[config.mk]
export PLATFORM = sky130hd
export DESIGN_NAME = dbg_wire_master
export DESIGN_NICKNAME = d
export VERILOG_FILES = /design/src/rtl/dbg_wire_pkg.sv /design/src/rtl/dbg_bit_timer.sv /design/src/rtl/dbg_shift_reg.sv /design/src/rtl/dbg_try_ctr.sv /design/src/rtl/dbg_wire_master.sv
export SDC_FILE = /design/constraint.sdc
export NUM_CORES = 1
export LEC_CHECK = 0
export BUFFER_PORTS_ARGS = -buffer_cell sky130_fd_sc_hd__buf_2
export CORE_ASPECT_RATIO = 0.9
export CORE_UTILIZATION = 55
export CTS_BUF_LIST = sky130_fd_sc_hd__clkbuf_4
export CTS_CLUSTER_DIAMETER = 80
export DETAILED_ROUTE_END_ITERATION = 8
export GPL_TIMING_DRIVEN = 0
export HOLD_SLACK_MARGIN = 0.02
export PLACE_DENSITY = 0.75
export SLEW_MARGIN = 30
export SYNTH_ARGS = -nofsm -noshare
export SYNTH_HDL_FRONTEND = slang
export SYNTH_HIERARCHICAL = 1
export SYNTH_SLANG_ARGS = --single-unit
[constraint.sdc]
create_clock -name clk -period 3.3 [get_ports clk]
set_clock_uncertainty 0.15 [all_clocks]
set_input_delay 0.825 -clock clk [delete_from_list [all_inputs] [get_ports clk]]
set_output_delay 0.825 -clock clk [all_outputs]
set_load 0.005 [all_outputs]
[src/rtl/dbg_wire_pkg.sv]
package dbg_wire_pkg;

    localparam int HDR_W    = 16;
    localparam int REQ_W    = HDR_W + 1;
    localparam int RSP_BITS = 4;

    localparam logic [2:0] ACK_CODE_OK   = 3'd1;
    localparam logic [2:0] ACK_CODE_WAIT = 3'd2;

    typedef enum logic [1:0] {
        XS_OK      = 2'd0,
        XS_TIMEOUT = 2'd2,
        XS_FAIL    = 2'd3
    } xfer_status_e;

    typedef enum logic [3:0] {
        PH_IDLE,
        PH_HDR,
        PH_ACK,
        PH_RD_DATA,
        PH_RD_PAR,
        PH_RD_TURN,
        PH_WR_TURN,
        PH_WR_DATA,
        PH_WR_PAR
    } phase_e;

    typedef enum logic [1:0] {
        VD_PROCEED,
        VD_RESEND,
        VD_TIMEOUT,
        VD_FAIL
    } verdict_e;

    typedef struct packed {
        logic             is_write;
        logic             wr_parity;
        logic [HDR_W-1:0] header;
    } req_t;

    function automatic req_t split_request(input logic [REQ_W-1:0] word, input logic wr);
        req_t r;
        r.is_write  = wr;
        r.wr_parity = word[HDR_W];
        r.header    = word[HDR_W-1:0];
        return r;
    endfunction

    // Turnaround bit sits in bit 0 of the receive shifter; acknowledge above it.
    function automatic logic [2:0] ack_field(input logic [RSP_BITS-1:0] sh);
        return sh[RSP_BITS-1:1];
    endfunction

    function automatic verdict_e judge_ack(input logic [2:0] code, input logic final_try);
        if (code == ACK_CODE_OK)
            return VD_PROCEED;
        else if (code == ACK_CODE_WAIT)
            return final_try ? VD_TIMEOUT : VD_RESEND;
        else
            return VD_FAIL;
    endfunction

endpackage

[src/rtl/dbg_bit_timer.sv]
module dbg_bit_timer #(
    parameter int DIV_W = 8
) (
    input  logic             clk,
    input  logic             rst,
    input  logic             launch,
    input  logic [DIV_W-1:0] half_cnt,
    output logic             boundary,
    output logic             smp,
    output logic             link_clk
);
    logic             lo_q;
    logic [DIV_W-1:0] cnt_q;
    logic [DIV_W-1:0] hq_q;

    // End of a high half (or idle): a new bit may start here.
    assign boundary = !lo_q && (cnt_q == '0);
    // First system cycle of the low half.
    assign smp      = lo_q && (cnt_q == hq_q);
    assign link_clk = !lo_q;

    always_ff @(posedge clk) begin
        if (rst) begin
            lo_q  <= 1'b0;
            cnt_q <= '0;
            hq_q  <= '0;
        end else if (boundary) begin
            if (launch) begin
                lo_q  <= 1'b1;
                cnt_q <= half_cnt;
                hq_q  <= half_cnt;
            end
        end else if (cnt_q == '0) begin
            lo_q  <= 1'b0;
            cnt_q <= hq_q;
        end else begin
            cnt_q <= cnt_q - 1'b1;
        end
    end
endmodule

[src/rtl/dbg_shift_reg.sv]
module dbg_shift_reg #(
    parameter int W = 8
) (
    input  logic         clk,
    input  logic         rst,
    input  logic         load,
    input  logic [W-1:0] load_val,
    input  logic         shift,
    input  logic         shift_in,
    output logic [W-1:0] q
);
    always_ff @(posedge clk) begin
        if (rst)
            q <= '0;
        else if (load)
            q <= load_val;
        else if (shift)
            q <= {shift_in, q[W-1:1]};
    end
endmodule

[src/rtl/dbg_try_ctr.sv]
module dbg_try_ctr #(
    parameter int LIMIT = 8192
) (
    input  logic clk,
    input  logic rst,
    input  logic load,
    input  logic dec,
    output logic final_try
);
    localparam int CW = $clog2(LIMIT + 1);

    logic [CW-1:0] cnt_q;

    always_ff @(posedge clk) begin
        if (rst)
            cnt_q <= '0;
        else if (load)
            cnt_q <= CW'(LIMIT);
        else if (dec && (cnt_q != '0))
            cnt_q <= cnt_q - 1'b1;
    end

    assign final_try = (cnt_q == CW'(1));
endmodule

[src/rtl/dbg_wire_master.sv]
module dbg_wire_master
    import dbg_wire_pkg::*;
#(
    parameter int DIV_W     = 8,
    parameter int DATA_W    = 32,
    parameter int MAX_TRIES = 8192
) (
    input  logic              clk,
    input  logic              rst,
    input  logic              start,
    input  logic              is_write,
    input  logic [REQ_W-1:0]  req_word,
    input  logic [DATA_W-1:0] wr_data,
    input  logic [DIV_W-1:0]  half_div,
    output logic              busy,
    output logic              done,
    output logic [1:0]        status,
    output logic [DATA_W-1:0] rd_data,
    output logic              rd_parity,
    output logic              line_clk,
    output logic              line_do,
    output logic              line_oe,
    input  logic              line_di,
    output logic              tgt_en
);
    localparam int SPAN   = (DATA_W > HDR_W) ? DATA_W : HDR_W;
    localparam int LEFT_W = $clog2(SPAN);

    phase_e            phase_q, nxt_phase;
    logic [LEFT_W-1:0] left_q, nxt_left;
    req_t              req_q;
    logic [DIV_W-1:0]  div_q;
    logic              do_q, oe_q, done_q, rpar_q, par_smp_q, tgt_en_q;
    xfer_status_e      status_q, fin_status;
    logic [DATA_W-1:0] rdat_q;

    logic              boundary, smp, link_clk;
    logic              launch, take_req;
    logic              hdr_ld, hdr_sh, wd_sh;
    logic [HDR_W-1:0]  hdr_src;
    logic              do_we, do_nv, oe_we, oe_nv;
    logic              try_ld, try_dec, final_try;
    logic              fin, fin_rd;

    logic [HDR_W-1:0]    hdr_q;
    logic [DATA_W-1:0]   wd_q;
    logic [DATA_W-1:0]   rd_sh_q;
    logic [RSP_BITS-1:0] ack_sh_q;

    dbg_bit_timer #(.DIV_W(DIV_W)) u_timer (
        .clk      (clk),
        .rst      (rst),
        .launch   (launch),
        .half_cnt ((phase_q == PH_IDLE) ? half_div : div_q),
        .boundary (boundary),
        .smp      (smp),
        .link_clk (link_clk)
    );

    dbg_shift_reg #(.W(HDR_W)) u_hdr_sh (
        .clk      (clk),
        .rst      (rst),
        .load     (hdr_ld),
        .load_val ({1'b0, hdr_src[HDR_W-1:1]}),
        .shift    (hdr_sh),
        .shift_in (1'b0),
        .q        (hdr_q)
    );

    dbg_shift_reg #(.W(DATA_W)) u_wd_sh (
        .clk      (clk),
        .rst      (rst),
        .load     (take_req),
        .load_val (wr_data),
        .shift    (wd_sh),
        .shift_in (1'b0),
        .q        (wd_q)
    );

    dbg_shift_reg #(.W(DATA_W)) u_rd_sh (
        .clk      (clk),
        .rst      (rst),
        .load     (1'b0),
        .load_val ('0),
        .shift    (smp && (phase_q == PH_RD_DATA)),
        .shift_in (line_di),
        .q        (rd_sh_q)
    );

    dbg_shift_reg #(.W(RSP_BITS)) u_ack_sh (
        .clk      (clk),
        .rst      (rst),
        .load     (1'b0),
        .load_val ('0),
        .shift    (smp && (phase_q == PH_ACK)),
        .shift_in (line_di),
        .q        (ack_sh_q)
    );

    dbg_try_ctr #(.LIMIT(MAX_TRIES)) u_tries (
        .clk       (clk),
        .rst       (rst),
        .load      (try_ld),
        .dec       (try_dec),
        .final_try (final_try)
    );

    // Sequencer: every action happens on a bit boundary, where the previous
    // bit ends and (unless the transaction finishes) the next bit starts.
    always_comb begin
        nxt_phase  = phase_q;
        nxt_left   = left_q;
        launch     = 1'b0;
        take_req   = 1'b0;
        hdr_ld     = 1'b0;
        hdr_sh     = 1'b0;
        hdr_src    = req_q.header;
        wd_sh      = 1'b0;
        do_we      = 1'b0;
        do_nv      = 1'b1;
        oe_we      = 1'b0;
        oe_nv      = 1'b1;
        try_ld     = 1'b0;
        try_dec    = 1'b0;
        fin        = 1'b0;
        fin_rd     = 1'b0;
        fin_status = XS_OK;

        if (phase_q == PH_IDLE) begin
            if (start) begin
                take_req  = 1'b1;
                try_ld    = 1'b1;
                launch    = 1'b1;
                nxt_phase = PH_HDR;
                nxt_left  = LEFT_W'(HDR_W - 1);
                hdr_ld    = 1'b1;
                hdr_src   = req_word[HDR_W-1:0];
                do_we     = 1'b1;
                do_nv     = req_word[0];
                oe_we     = 1'b1;
                oe_nv     = 1'b1;
            end
        end else if (boundary) begin
            if (left_q != '0) begin
                launch   = 1'b1;
                nxt_left = left_q - 1'b1;
                case (phase_q)
                    PH_HDR: begin
                        do_we  = 1'b1;
                        do_nv  = hdr_q[0];
                        hdr_sh = 1'b1;
                    end
                    PH_WR_DATA: begin
                        do_we = 1'b1;
                        do_nv = wd_q[0];
                        wd_sh = 1'b1;
                    end
                    default: ;
                endcase
            end else begin
                case (phase_q)
                    PH_HDR: begin
                        launch    = 1'b1;
                        nxt_phase = PH_ACK;
                        nxt_left  = LEFT_W'(RSP_BITS - 1);
                        oe_we     = 1'b1;
                        oe_nv     = 1'b0;
                    end
                    PH_ACK: begin
                        case (judge_ack(ack_field(ack_sh_q), final_try))
                            VD_PROCEED: begin
                                launch = 1'b1;
                                if (req_q.is_write) begin
                                    nxt_phase = PH_WR_TURN;
                                    nxt_left  = '0;
                                    oe_we     = 1'b1;
                                    oe_nv     = 1'b1;
                                    do_we     = 1'b1;
                                    do_nv     = 1'b0;
                                end else begin
                                    nxt_phase = PH_RD_DATA;
                                    nxt_left  = LEFT_W'(DATA_W - 1);
                                end
                            end
                            VD_RESEND: begin
                                launch    = 1'b1;
                                try_dec   = 1'b1;
                                nxt_phase = PH_HDR;
                                nxt_left  = LEFT_W'(HDR_W - 1);
                                hdr_ld    = 1'b1;
                                hdr_src   = req_q.header;
                                do_we     = 1'b1;
                                do_nv     = req_q.header[0];
                                oe_we     = 1'b1;
                                oe_nv     = 1'b1;
                            end
                            VD_TIMEOUT: begin
                                fin        = 1'b1;
                                fin_status = XS_TIMEOUT;
                            end
                            default: begin
                                fin        = 1'b1;
                                fin_status = XS_FAIL;
                            end
                        endcase
                    end
                    PH_RD_DATA: begin
                        launch    = 1'b1;
                        nxt_phase = PH_RD_PAR;
                        nxt_left  = '0;
                    end
                    PH_RD_PAR: begin
                        launch    = 1'b1;
                        nxt_phase = PH_RD_TURN;
                        nxt_left  = '0;
                    end
                    PH_RD_TURN: begin
                        fin    = 1'b1;
                        fin_rd = 1'b1;
                    end
                    PH_WR_TURN: begin
                        launch    = 1'b1;
                        nxt_phase = PH_WR_DATA;
                        nxt_left  = LEFT_W'(DATA_W - 1);
                        do_we     = 1'b1;
                        do_nv     = wd_q[0];
                        wd_sh     = 1'b1;
                    end
                    PH_WR_DATA: begin
                        launch    = 1'b1;
                        nxt_phase = PH_WR_PAR;
                        nxt_left  = '0;
                        do_we     = 1'b1;
                        do_nv     = req_q.wr_parity;
                    end
                    default: begin
                        fin = 1'b1;
                    end
                endcase
                if (fin) begin
                    nxt_phase = PH_IDLE;
                    nxt_left  = '0;
                    do_we     = 1'b1;
                    do_nv     = 1'b1;
                    oe_we     = 1'b1;
                    oe_nv     = 1'b1;
                end
            end
        end
    end

    always_ff @(posedge clk) begin
        if (rst) begin
            phase_q   <= PH_IDLE;
            left_q    <= '0;
            req_q     <= '0;
            div_q     <= '0;
            do_q      <= 1'b1;
            oe_q      <= 1'b1;
            done_q    <= 1'b0;
            status_q  <= XS_OK;
            rdat_q    <= '0;
            rpar_q    <= 1'b0;
            par_smp_q <= 1'b0;
            tgt_en_q  <= 1'b0;
        end else begin
            phase_q  <= nxt_phase;
            left_q   <= nxt_left;
            done_q   <= fin;
            tgt_en_q <= 1'b1;
            if (take_req) begin
                req_q <= split_request(req_word, is_write);
                div_q <= half_div;
            end
            if (do_we)
                do_q <= do_nv;
            if (oe_we)
                oe_q <= oe_nv;
            if (fin)
                status_q <= fin_status;
            if (fin_rd) begin
                rdat_q <= rd_sh_q;
                rpar_q <= par_smp_q;
            end
            if (smp && (phase_q == PH_RD_PAR))
                par_smp_q <= line_di;
        end
    end

    assign busy      = (phase_q != PH_IDLE);
    assign done      = done_q;
    assign status    = status_q;
    assign rd_data   = rdat_q;
    assign rd_parity = rpar_q;
    assign line_clk  = link_clk;
    assign line_do   = do_q;
    assign line_oe   = oe_q;
    assign tgt_en    = tgt_en_q;

endmodule

==> summary.md <==
| Metric | Value |
|---|---|
| Hold-fix buffers, CTS | 0 |
| Sw Pwr | 0.00173 W |
| Max IR drop VDD | 0.000311 V |
| DRT iter0 DRCs | 414 |
| Vias in the first global route | 7001 |
| DP Area | 9970 um^2 |
| Comb power frac | 25.3% |
| Crit-path max FO | 9 |
| CP required | 3.65 ns |
| Clock power share | 25.9% |
| DR vias/cell | 5.39 |
| Initial Utilization | 56.1% |
| Vias | 7568 |
| Average wire per standard cell | 14.6 um |
| # DRC | 0 |
| Clock Tree Root | clkbuf_4 |
| ANT cells | 0 |
| Cts bufs inserted | 17 |
| HP Class | flip-flop to flip-flop |
| Final setup fails | 0 |
| Crit path launch type | flip-flop |
| Gpl congestion | 0.933 |
| TritonCTS clock tree | done |
| Clk buf depth | 2 |
| Fin crit share | 96.3% |
| DIE AREA | 16900 um^2 |
| Fin Hold WS | 0.307 ns |
| Period minus WS final | 3.18 ns |
| Fraction of power consumed by sequential logic | 48.8% |
| Core Rows | 44 |
| GRT Total Usage | 25.0% |
| Status | complete, no violations |
| Initial antenna violation count | 1 |
| CTS H-Tree Depth | 4 |
| WL met2 | 9470 um |
| Critical Path End Type | flip-flop |
| HPWL Detailed | 14400 um |
| Met1 WL | 9680 um |
| Final hold vios | 0 |
| Final slew viol count | 0 |
| Slew Limit Headroom | 55.0% |
| Port bufs | 102 |
| Area Growth Syn to Fin | 15.5% |
| I/O pin total | 103 |
| Worst Max-Slew Pin Slew | 0.676 ns |
| Switching portion of total power | 31.9% |
| WS Path Type | flip-flop to flip-flop |
| Pwr/cell area | 521 nW/um^2 |
| Post-route cell area | 10400 um^2 |
| Post-synthesis cell count | 1015 |
| Syn_area_per_cell | 8.89 um^2 |
| Met3 routed WL | 1040 um |
| RSZ-0062 raised after global routing | yes |
| Drt first pass iters | 5 |
| Total gr overflow | 0 |
| YS warnings | 6 |
| Die height | 124 um |
| Power Internal | 0.00370 W |
| Core area | 16100 um^2 |
| Nets@finish | 1251 |
| Critical path arrival | 3.53 ns |
| Largest net degree at the start of global routing | 20 |
| Static leakage | 3.96 nW |
| Share of cells above drive strength 1 | 18.6% |
| Die width | 137 um |
| Post-Synthesis Cell Area | 9030 um^2 |
| Highest Clock Rate | 0.315 GHz |
| CTS Sinks | 189 |
| Detail Route Antenna Nets | 0 |
| First-pass GRT wire length | 33500 um |
| Aggregate routed wire length | 20500 um |
| Worst skew pair latency | 0.59 ns |
| Clock-pin slew on the worst setup and hold paths | 0.16 ns |
| Highest routed metal layer | met5 |
| Max-cap viol count | 0 |
==> placed cells by master (no fill, tap or decap), types with 12 or more instances in the layout <==
cell type	instances
a211oi_1	81
a211oi_2	12
a21oi_1	97
buf_2	115
clkbuf_1	38
clkbuf_4	17
conb_1	48
dfxtp_1	189
inv_1	22
mux2i_1	87
nand2_1	168
nand3_1	13
nor2_1	34
nor2b_1	86
nor3_1	13
o21ai_0	12
xnor2_1	13
==> power groups by stage <==
stage / Clock (W) / Combinational [W] / Sequential, W
5_1_grt: 0.00153 / 0.00152 / 0.00267
3_5_place_dp: 0 / 0.00129 / 0.00269
2_1_floorplan: 0 / 0.00101 / 0.00265
3_3_place_gp: 0 / 0.00127 / 0.00269
6_report: 0.00141 / 0.00137 / 0.00265
4_1_cts: 0.00144 / 0.00130 / 0.00264
==> repair_timing <==
action | CTS | global route
pin swaps | 0 | 2
gates resized for setup | 10 | 10
setup endpoints to repair | 33 | 59
gates cloned | 0 | 0
buffers inserted | 0 | 3
==> sequential cells by signal, summed over array words and instances, names as in the netlist, 2 cells and up <==
register       flops
req_q             18
u_hdr_sh/q        16
u_timer/hq_q       8
left_q             5
u_wd_sh/q         32
u_timer/cnt_q      8
status             2
phase_q            4
u_tries/cnt_q     14
u_ack_sh/q         3
u_rd_sh/q         32
rd_data           32
div_q              8
==> worst paths after layout <==
| kind | start | to | slack (ns) | depth (start not counted) |
|---|---|---|---|---|
| setup / recovery | u_timer/cnt_q[1] | u_tries/cnt_q[9] | 0.12 | 11 |
| hold / removal | rd_data[1] | rd_data[1] | 0.31 | 2 |
| setup reg to reg | u_timer/cnt_q[1] | u_tries/cnt_q[9] | 0.12 | 11 |
| hold reg to reg | rd_data[1] | rd_data[1] | 0.31 | 2 |
==> metrics by stage <==
stage | utilization, % | worst slack [ns] | std cells | total power (W) | setup TNS [ns]
floorplan | - | 0.325 | 1062 | 0.00367 | 0
global placement | 62.0 | -0.403 | 1371 | 0.00395 | -7.08
detailed placement | 62.0 | -0.432 | 1371 | 0.00398 | -8.73
CTS | 64.3 | 0.0199 | 1403 | 0.00538 | 0
global route | 64.8 | -0.0483 | 1405 | 0.00572 | -0.118
finish | 64.8 | 0.123 | 1405 | 0.00543 | 0
==> worst max-delay path, stage by stage (launching register included) <==
cell	delay (ns)
dfxtp_1	0.38
inv_1	0.07
ha_1	0.26
nor4b_4	0.36
nand2_4	0.17
nor2_4	0.19
nand2_1	0.12
nor2_2	0.27
or4b_4	0.56
nor3_4	0.23
a31oi_1	0.12
a41o_1	0.20
==> per-layer routing <==
metal / vias to the layer above / global-route usage, %
met4: 2 / 8.04
met1: 3482 / 34.2
met3: 27 / 4.43
met5: - / 0
li1: 3878 / -
met2: 179 / 40.1
==> cell type report <==
class / instances / area [um^2]
fillers: 1383 / 5650
multi-input cells: 780 / 5000
flip-flops and latches: 189 / 3780
repair buffers: 105 / 533
plain buffers: 69 / 439
well taps: 207 / 259
clock inverters: 15 / 194
clock buffers: 17 / 128
inverters: 23 / 86.3
(Power assumes the default switching activity.)
